### config.mk
export PLATFORM = sky130hd
export DESIGN_NAME = mcell_pair_array
export DESIGN_NICKNAME = d
export VERILOG_FILES = /design/src/rtl/mcell_pkg.sv /design/src/rtl/mcell_in_path.sv /design/src/rtl/mcell_state.sv /design/src/rtl/mcell_io_cell.sv /design/src/rtl/mcell_share.sv /design/src/rtl/mcell_pair_array.sv
export SDC_FILE = /design/constraint.sdc
export NUM_CORES = 1
export LEC_CHECK = 0
export CAP_MARGIN = 20
export CORE_AREA = 2 2 39 41
export CTS_CLUSTER_SIZE = 16
export DETAILED_ROUTE_END_ITERATION = 7
export DIE_AREA = 0 0 41 43
export DONT_BUFFER_PORTS = 1
export GPL_TIMING_DRIVEN = 1
export PLACE_DENSITY_LB_ADDON = 0.08
export SKIP_CTS_REPAIR_TIMING = 1
export SYNTH_ARGS = -nofsm -noshare
export SYNTH_HDL_FRONTEND = slang
export SYNTH_HIERARCHICAL = 1
export SYNTH_SLANG_ARGS = --single-unit
### constraint.sdc
create_clock -name clk -period 1.8 [get_ports clk]
set_clock_uncertainty 0.1 [all_clocks]
set_input_delay 0.54 -clock clk [delete_from_list [all_inputs] [get_ports clk]]
set_output_delay 0.54 -clock clk [all_outputs]
set_load 0.01 [all_outputs]
### src/rtl/mcell_pkg.sv
package mcell_pkg;

  // Static architecture selection of one cell; 0 is the erased default.
  typedef struct packed {
    logic oe_pin_sel;   // enable from global pin
    logic fb_in_sel;    // feedback from input path
    logic iclk_sel;     // input register on input clock 2
    logic in_bypass;    // pad straight to input path
    logic out_bypass;   // array sum straight to pad
    logic sclk_sel;     // state register on state clock 2
  } cell_cfg_t;

endpackage

### src/rtl/mcell_in_path.sv
module mcell_in_path (
  input  logic clk,
  input  logic rst_n,
  input  logic iclk1_en,
  input  logic iclk2_en,
  input  logic iclk_sel,
  input  logic in_bypass,
  input  logic pad_in,
  output logic in_path
);

  logic cap_en;
  logic ireg_q;
  logic ireg_d;

  always_comb begin
    cap_en = iclk_sel ? iclk2_en : iclk1_en;
    ireg_d = cap_en ? pad_in : ireg_q;
  end

  always_ff @(posedge clk or negedge rst_n) begin
    if (!rst_n) ireg_q <= 1'b0;
    else        ireg_q <= ireg_d;
  end

  assign in_path = in_bypass ? pad_in : ireg_q;

  // selected input strobe captures the pad
  p_in_capture_r4: assert property (@(posedge clk) disable iff (!rst_n)
    cap_en |=> (ireg_q == $past(pad_in)));

  // no selected strobe, no change
  p_in_hold_r10: assert property (@(posedge clk) disable iff (!rst_n)
    !cap_en |=> $stable(ireg_q));

endmodule

### src/rtl/mcell_state.sv
module mcell_state (
  input  logic clk,
  input  logic rst_n,
  input  logic sclk1_en,
  input  logic sclk2_en,
  input  logic sclk_sel,
  input  logic d0,
  input  logic d1,
  input  logic set_t,
  input  logic rst_t,
  output logic q,
  output logic dsum
);

  logic st_en;
  logic st_d;

  always_comb begin
    dsum  = d0 ^ d1;
    st_en = sclk_sel ? sclk2_en : sclk1_en;
    st_d  = q;
    if (st_en) begin
      if (rst_t)      st_d = 1'b0;
      else if (set_t) st_d = 1'b1;
      else            st_d = dsum;
    end
  end

  always_ff @(posedge clk or negedge rst_n) begin
    if (!rst_n) q <= 1'b0;
    else        q <= st_d;
  end

  // clear has priority over set
  p_clear_wins_r9: assert property (@(posedge clk) disable iff (!rst_n)
    (st_en && rst_t) |=> !q);

  // set alone forces one
  p_set_r9: assert property (@(posedge clk) disable iff (!rst_n)
    (st_en && set_t && !rst_t) |=> q);

  // plain edge loads the XOR of the data terms
  p_xor_load_r8: assert property (@(posedge clk) disable iff (!rst_n)
    (st_en && !set_t && !rst_t) |=> (q == ($past(d0) ^ $past(d1))));

  // unselected edge holds
  p_state_hold_r10: assert property (@(posedge clk) disable iff (!rst_n)
    !st_en |=> $stable(q));

endmodule

### src/rtl/mcell_io_cell.sv
module mcell_io_cell
  import mcell_pkg::*;
(
  input  logic      clk,
  input  logic      rst_n,
  input  logic      sclk1_en,
  input  logic      sclk2_en,
  input  logic      iclk1_en,
  input  logic      iclk2_en,
  input  logic      oe_pin,
  input  cell_cfg_t cfg,
  input  logic      pt_d0,
  input  logic      pt_d1,
  input  logic      pt_set,
  input  logic      pt_rst,
  input  logic      pt_oe,
  input  logic      pad_in,
  output logic      pad_out,
  output logic      pad_oe,
  output logic      fb_out,
  output logic      in_path
);

  logic state_q;
  logic sum_t;

  mcell_state u_state (
    .clk      (clk),
    .rst_n    (rst_n),
    .sclk1_en (sclk1_en),
    .sclk2_en (sclk2_en),
    .sclk_sel (cfg.sclk_sel),
    .d0       (pt_d0),
    .d1       (pt_d1),
    .set_t    (pt_set),
    .rst_t    (pt_rst),
    .q        (state_q),
    .dsum     (sum_t)
  );

  mcell_in_path u_in (
    .clk       (clk),
    .rst_n     (rst_n),
    .iclk1_en  (iclk1_en),
    .iclk2_en  (iclk2_en),
    .iclk_sel  (cfg.iclk_sel),
    .in_bypass (cfg.in_bypass),
    .pad_in    (pad_in),
    .in_path   (in_path)
  );

  always_comb begin
    pad_out = cfg.out_bypass ? sum_t : state_q;
    pad_oe  = cfg.oe_pin_sel ? oe_pin : pt_oe;
    fb_out  = cfg.fb_in_sel ? in_path : state_q;
  end

endmodule

### src/rtl/mcell_share.sv
module mcell_share (
  input  logic in_a,
  input  logic in_b,
  input  logic sel_b,
  output logic y
);

  assign y = sel_b ? in_b : in_a;

endmodule

### src/rtl/mcell_pair_array.sv
module mcell_pair_array
  import mcell_pkg::*;
#(
  parameter int PAIRS = 1,
  parameter int SYNC_STAGES = 2
) (
  input  logic               clk,
  input  logic               rst_n,
  input  logic               sclk1_en,
  input  logic               sclk2_en,
  input  logic               iclk1_en,
  input  logic               iclk2_en,
  input  logic               oe_pin,
  input  logic [2*PAIRS-1:0] cfg_oe_sel,
  input  logic [2*PAIRS-1:0] cfg_fb_sel,
  input  logic [2*PAIRS-1:0] cfg_iclk_sel,
  input  logic [2*PAIRS-1:0] cfg_in_byp,
  input  logic [2*PAIRS-1:0] cfg_out_byp,
  input  logic [2*PAIRS-1:0] cfg_sclk_sel,
  input  logic [PAIRS-1:0]   cfg_pair_sel,
  input  logic [2*PAIRS-1:0] pt_d0,
  input  logic [2*PAIRS-1:0] pt_d1,
  input  logic [2*PAIRS-1:0] pt_set,
  input  logic [2*PAIRS-1:0] pt_rst,
  input  logic [2*PAIRS-1:0] pt_oe,
  input  logic [2*PAIRS-1:0] pad_in,
  output logic [2*PAIRS-1:0] pad_out,
  output logic [2*PAIRS-1:0] pad_oe,
  output logic [2*PAIRS-1:0] fb_to_array,
  output logic [PAIRS-1:0]   shared_to_array
);

  localparam int CELLS = 2 * PAIRS;

  // Reset: asserts at once, releases after SYNC_STAGES core edges.
  logic [SYNC_STAGES-1:0] rst_pipe_q;
  logic [SYNC_STAGES-1:0] rst_pipe_d;
  logic                   core_rst_n;

  always_comb rst_pipe_d = {rst_pipe_q[SYNC_STAGES-2:0], 1'b1};

  always_ff @(posedge clk or negedge rst_n) begin
    if (!rst_n) rst_pipe_q <= '0;
    else        rst_pipe_q <= rst_pipe_d;
  end

  assign core_rst_n = rst_pipe_q[SYNC_STAGES-1];

  logic [CELLS-1:0] in_path;

  for (genvar c = 0; c < CELLS; c++) begin : g_cell
    cell_cfg_t cfg_c;

    always_comb begin
      cfg_c.oe_pin_sel = cfg_oe_sel[c];
      cfg_c.fb_in_sel  = cfg_fb_sel[c];
      cfg_c.iclk_sel   = cfg_iclk_sel[c];
      cfg_c.in_bypass  = cfg_in_byp[c];
      cfg_c.out_bypass = cfg_out_byp[c];
      cfg_c.sclk_sel   = cfg_sclk_sel[c];
    end

    mcell_io_cell u_cell (
      .clk      (clk),
      .rst_n    (core_rst_n),
      .sclk1_en (sclk1_en),
      .sclk2_en (sclk2_en),
      .iclk1_en (iclk1_en),
      .iclk2_en (iclk2_en),
      .oe_pin   (oe_pin),
      .cfg      (cfg_c),
      .pt_d0    (pt_d0[c]),
      .pt_d1    (pt_d1[c]),
      .pt_set   (pt_set[c]),
      .pt_rst   (pt_rst[c]),
      .pt_oe    (pt_oe[c]),
      .pad_in   (pad_in[c]),
      .pad_out  (pad_out[c]),
      .pad_oe   (pad_oe[c]),
      .fb_out   (fb_to_array[c]),
      .in_path  (in_path[c])
    );
  end

  for (genvar p = 0; p < PAIRS; p++) begin : g_pair
    mcell_share u_share (
      .in_a  (in_path[2*p]),
      .in_b  (in_path[2*p+1]),
      .sel_b (cfg_pair_sel[p]),
      .y     (shared_to_array[p])
    );
  end

  // during core reset, a default-configured cell shows no stored one
  p_reset_low_r1: assert property (@(posedge clk)
    (!core_rst_n && (cfg_out_byp == '0)) |-> (pad_out == '0));

endmodule

== After elaboration in Yosys (flattened, before gate mapping) ==
Index checks and enable logic that the tools add are counted.
Storage, ports and cells
  output and inout port bits: 7
  memory bits (writable): 0
  memories kept: 0
  latch bits: 0
  bits in registers: 6
  ROM bits: 0
Cells by class
  reduce and logical (&&, ||, !) cells: 0
  multipliers: 0
  eq/ne operators: 0
  multiplexer cells: 17
  bitwise logic cells: 2
  add/subtract/negate cells: 0
  divide/modulo/power cells: 0
  shift-type cells: 0
  $lt $le $gt $ge: 0
Operator list (number)
  $mux 1: 17
  $xor 1x1->1: 2

== Longest topological paths before layout ==
  depth after elaboration: 3
  depth in mapped cells: 3

== Hierarchy ==
The synthesis kept the hierarchy.
Modules (own cells, without submodules)
  mcell_state: seq. area each 25.0 µm², cells an instance 6, instances 2, area an instance 63.8 µm²
  mcell_in_path: seq. area each 25.0 µm², cells an instance 4, instances 2, area an instance 57.6 µm²
  mcell_io_cell: seq. area each 0.0 µm², cells an instance 3, instances 2, area an instance 41.3 µm²
  mcell_pair_array: seq. area each 50.0 µm², cells an instance 3, instances 1, area an instance 53.8 µm²
  mcell_share: seq. area each 0.0 µm², cells an instance 1, instances 1, area an instance 15.0 µm²

== Worst setup path after synthesis ==
OpenSTA, ideal clock, no wires.
  path kind: input port to output port
  from: input cfg_in_byp[0]
  to: output shared_to_array
  required time: 1160 ps
  arrival time: 1136 ps
  setup slack: 24 ps
  cell stages on the path: 2
  buffers on the path: 0
  path through: mux2_2 mux2_4
Between the ends
  word-level cells in the longest chain between the ends: 2
RTL lines
  start: declaration: RTL line mcell_pair_array.sv:17  | input logic [2*PAIRS-1:0] cfg_in_byp,
  $mux 1: RTL line mcell_in_path.sv:26  | assign in_path = in_bypass ? pad_in : ireg_q;
  $mux 1: RTL line mcell_share.sv:8  | assign y = sel_b ? in_b : in_a;
  end: declaration: RTL line mcell_pair_array.sv:30  | output logic [PAIRS-1:0] shared_to_array
No other way between the ends.

== Worst setup path in the final report ==
  from: register g_cell[0].u_cell.u_in.ireg_q
  to: output shared_to_array
Between the ends
  word-level cells in the longest chain between the ends: 2
RTL lines
  start: declaration: RTL line mcell_in_path.sv:13  | logic ireg_q;
  start signal: assignment: RTL line mcell_in_path.sv:23  | else ireg_q <= ireg_d;
  $mux 1: RTL line mcell_in_path.sv:26
  via in_path[0]: RTL line mcell_pair_array.sv:49  | logic [CELLS-1:0] in_path;
  $mux 1: RTL line mcell_share.sv:8
The timed path passes the listed nets, and every way through them passes these cells.

==> run metrics <==
sequence of cells on the critical path mux2_4 -> mux2_4; Area contributors post-synth dfrtp_1, mux2_4, mux2_1; hold crit path type flip-flop to flip-flop; CTS tree yes; Lkg Pwr 0.218 nW; RSZ-0062 raised after global routing yes; initial drt markers 0; hold_ws 0.246 ns; total track usage 0.0760; CP Depth 2; crit path DAT 1.17 ns; Fin. Hold Viols 0; Post-Place Worst Slack 0.00476 ns; Psw 0.0000853 W; Pwr Density 773 nW/um^2; critical path capture point type output port; non-filler cells in the finished layout 51; GR Overflow Total 0; share of the synthesized area in the top cell type 0.381; top-count cell post-synth dfrtp_1; htree depth 1; Post-Synth Adder-Cell Area 0; syn nets 62; Setup CP Type flip-flop to output port; count of pins over their slew limit 0; Clk network pwr share 0.335; Inserted Diodes 0; Yosys reg bits 6; Die X 41 microns; GP Congestion 0.539; Residual DRC 0; CP startpoint g_cell[0].u_cell/u_in/ireg_q; CTS clk-pin slew, worst paths 0.04 ns; first-pass iteration count of the detailed router 1; final worst-path cycle share 1.00; synthesized area per cell 13.1 sq um; Top delay family on crit path multiplexers; core area 1380 sq um; first-pass GRT wire length 821 microns; register area share after synthesis 0.381; worst skew pair latency 0.24 ns; number of nets in the final layout 69; mux cell area share after synthesis 0.463; DRT Wirelength 656 microns; layout cells sized above 1 0.343; Die Span Y 43 microns; synthesized-area fraction occupied by xor and xnor cells 0.0444; Max-cap violations 0; post-synth cell types 10; Vias/cell 4.92; vias in the first global route 214; Critical Path Max Stage Delay 0.37 ns; sw frac 0.238; post-layout instance area 464 sq um; critical path required time 1.16 ns; initial antenna violation count 0; Placed Cells incl. Taps 46; Power Internal 0.000273 W; area leader, netlist dfrtp_1; largest net degree at the start of global routing 5; EDFF count, synth 0; clk buf depth 2; ANT nets after route 0; cell area after synthesis 394 sq um; Critical Path Slowest Stage Cell dfrtp_1; Yosys warning count 6; sequential share of power 0.435; Worst setup SP type flip-flop; Rows 14; placed cell areas 414 sq um; Top FF cell, synth dfrtp_1; Num CTS Buffers 3; effective utilization at floorplan 0.285; compound-cell area share of the yosys netlist 0.0635; clock sinks 6; hold path depth 0; CTS root buffer clkbuf_4; setup violators final 2; failing checks setup timing; run status complete, but fails checks; crit path max fanout 2; DIE AREA 1760 sq um; peak supply drop 0.480 mV; post-DR wirelength/cell 12.9 microns; Synth-to-Final Area Change 17.8%; cells after synthesis 30; Fmax 553 MHz; Crit Reg-Reg Startpoint g_cell[1].u_cell/u_in/ireg_q; Synth async-reset ratio 1.00; worst hold start rst_pipe_q[0]; largest family of logic cells by synthesized area multiplexers; WP buf/inv 0; most instantiated cells after synthesis dfrtp_1, mux2_4, mux2_1, mux2i_1; Via Count 251; Ports 39; Worst R2R Path Depth 1; combinational power share 0.231; minimum clock period 1.81 ns; IO Port Bufs 0; most used cell, CP mux2_4; simple-gate share of the synthesized area 0.0381; worst setup margin -0.00891 ns
[power groups by stage]
stage	combinational, W	sequential, W	clock (W)
final	0.0000827	0.000156	0.000120
after detailed placement	0.0000756	0.000160	0
after floorplan	0.0000693	0.000157	0
after CTS	0.0000756	0.000158	0.000127
after global placement	0.0000742	0.000160	0
after global routing	0.0000922	0.000158	0.000135
[metal layers]
metal	up-vias	share of wire	global-route usage
li1	118	-	-
met1	110	0.35	0.0762
met2	23	0.48	0.103
met3	0	0.17	0.0681
met4	0	0	0.0400
met5	-	0	0
[area by class of cell]
class | instances | area (sq um)
Fill cell | 144 | 920
Clock buffer | 3 | 22.5
Tap cell | 16 | 20.0
Sequential cell | 6 | 150
Multi-Input combinational cell | 24 | 251
Timing Repair Buffer | 2 | 20.0
[logic make-up after synthesis]
kind of cell / count (synthesis)
AO/OA/AOI/OAI: 2
XOR/XNOR: 2
flip-flops: 6
multiplexers: 15
other: 1
AND/OR/NAND/NOR: 4
[cell usage in the layout (no fill, tap or decap)]
master	n
o31ai_2	2
nand2_1	2
dfrtp_1	6
xor2_1	2
clkbuf_4	3
nor2_1	2
dlygate4sd3_1	2
mux2_4	7
mux2_1	4
mux2i_1	4
conb_1	1
[state kept, by name, indices dropped and copies added (netlist names)]
signal and cells:
g_cell.u_cell/u_in/ireg_q 2, rst_pipe_q 2, g_cell.u_cell/u_state/q 2
[through the flow]
step                      TNS, ns   util  power [W]
final                     -0.0141  0.335   0.000359
after global routing       -0.126  0.335   0.000385
after CTS                 -0.0345  0.316   0.000361
after detailed placement        0  0.299   0.000235
after global placement          0  0.299   0.000234
after floorplan                 0      -   0.000226
[path summary, 6_finish.rpt]
check,slack (ns),endpoint
min reg2reg,0.25,rst_pipe_q[1]
max reg2reg,0.92,g_cell[1].u_cell/u_in/ireg_q
max,-0.009,shared_to_array
min in group asynchronous,0.44,rst_pipe_q[0]
min,0.25,rst_pipe_q[1]
max in group asynchronous,0.95,g_cell[0].u_cell/u_state/q
No activity file was read; power rests on OpenSTA's default activity.
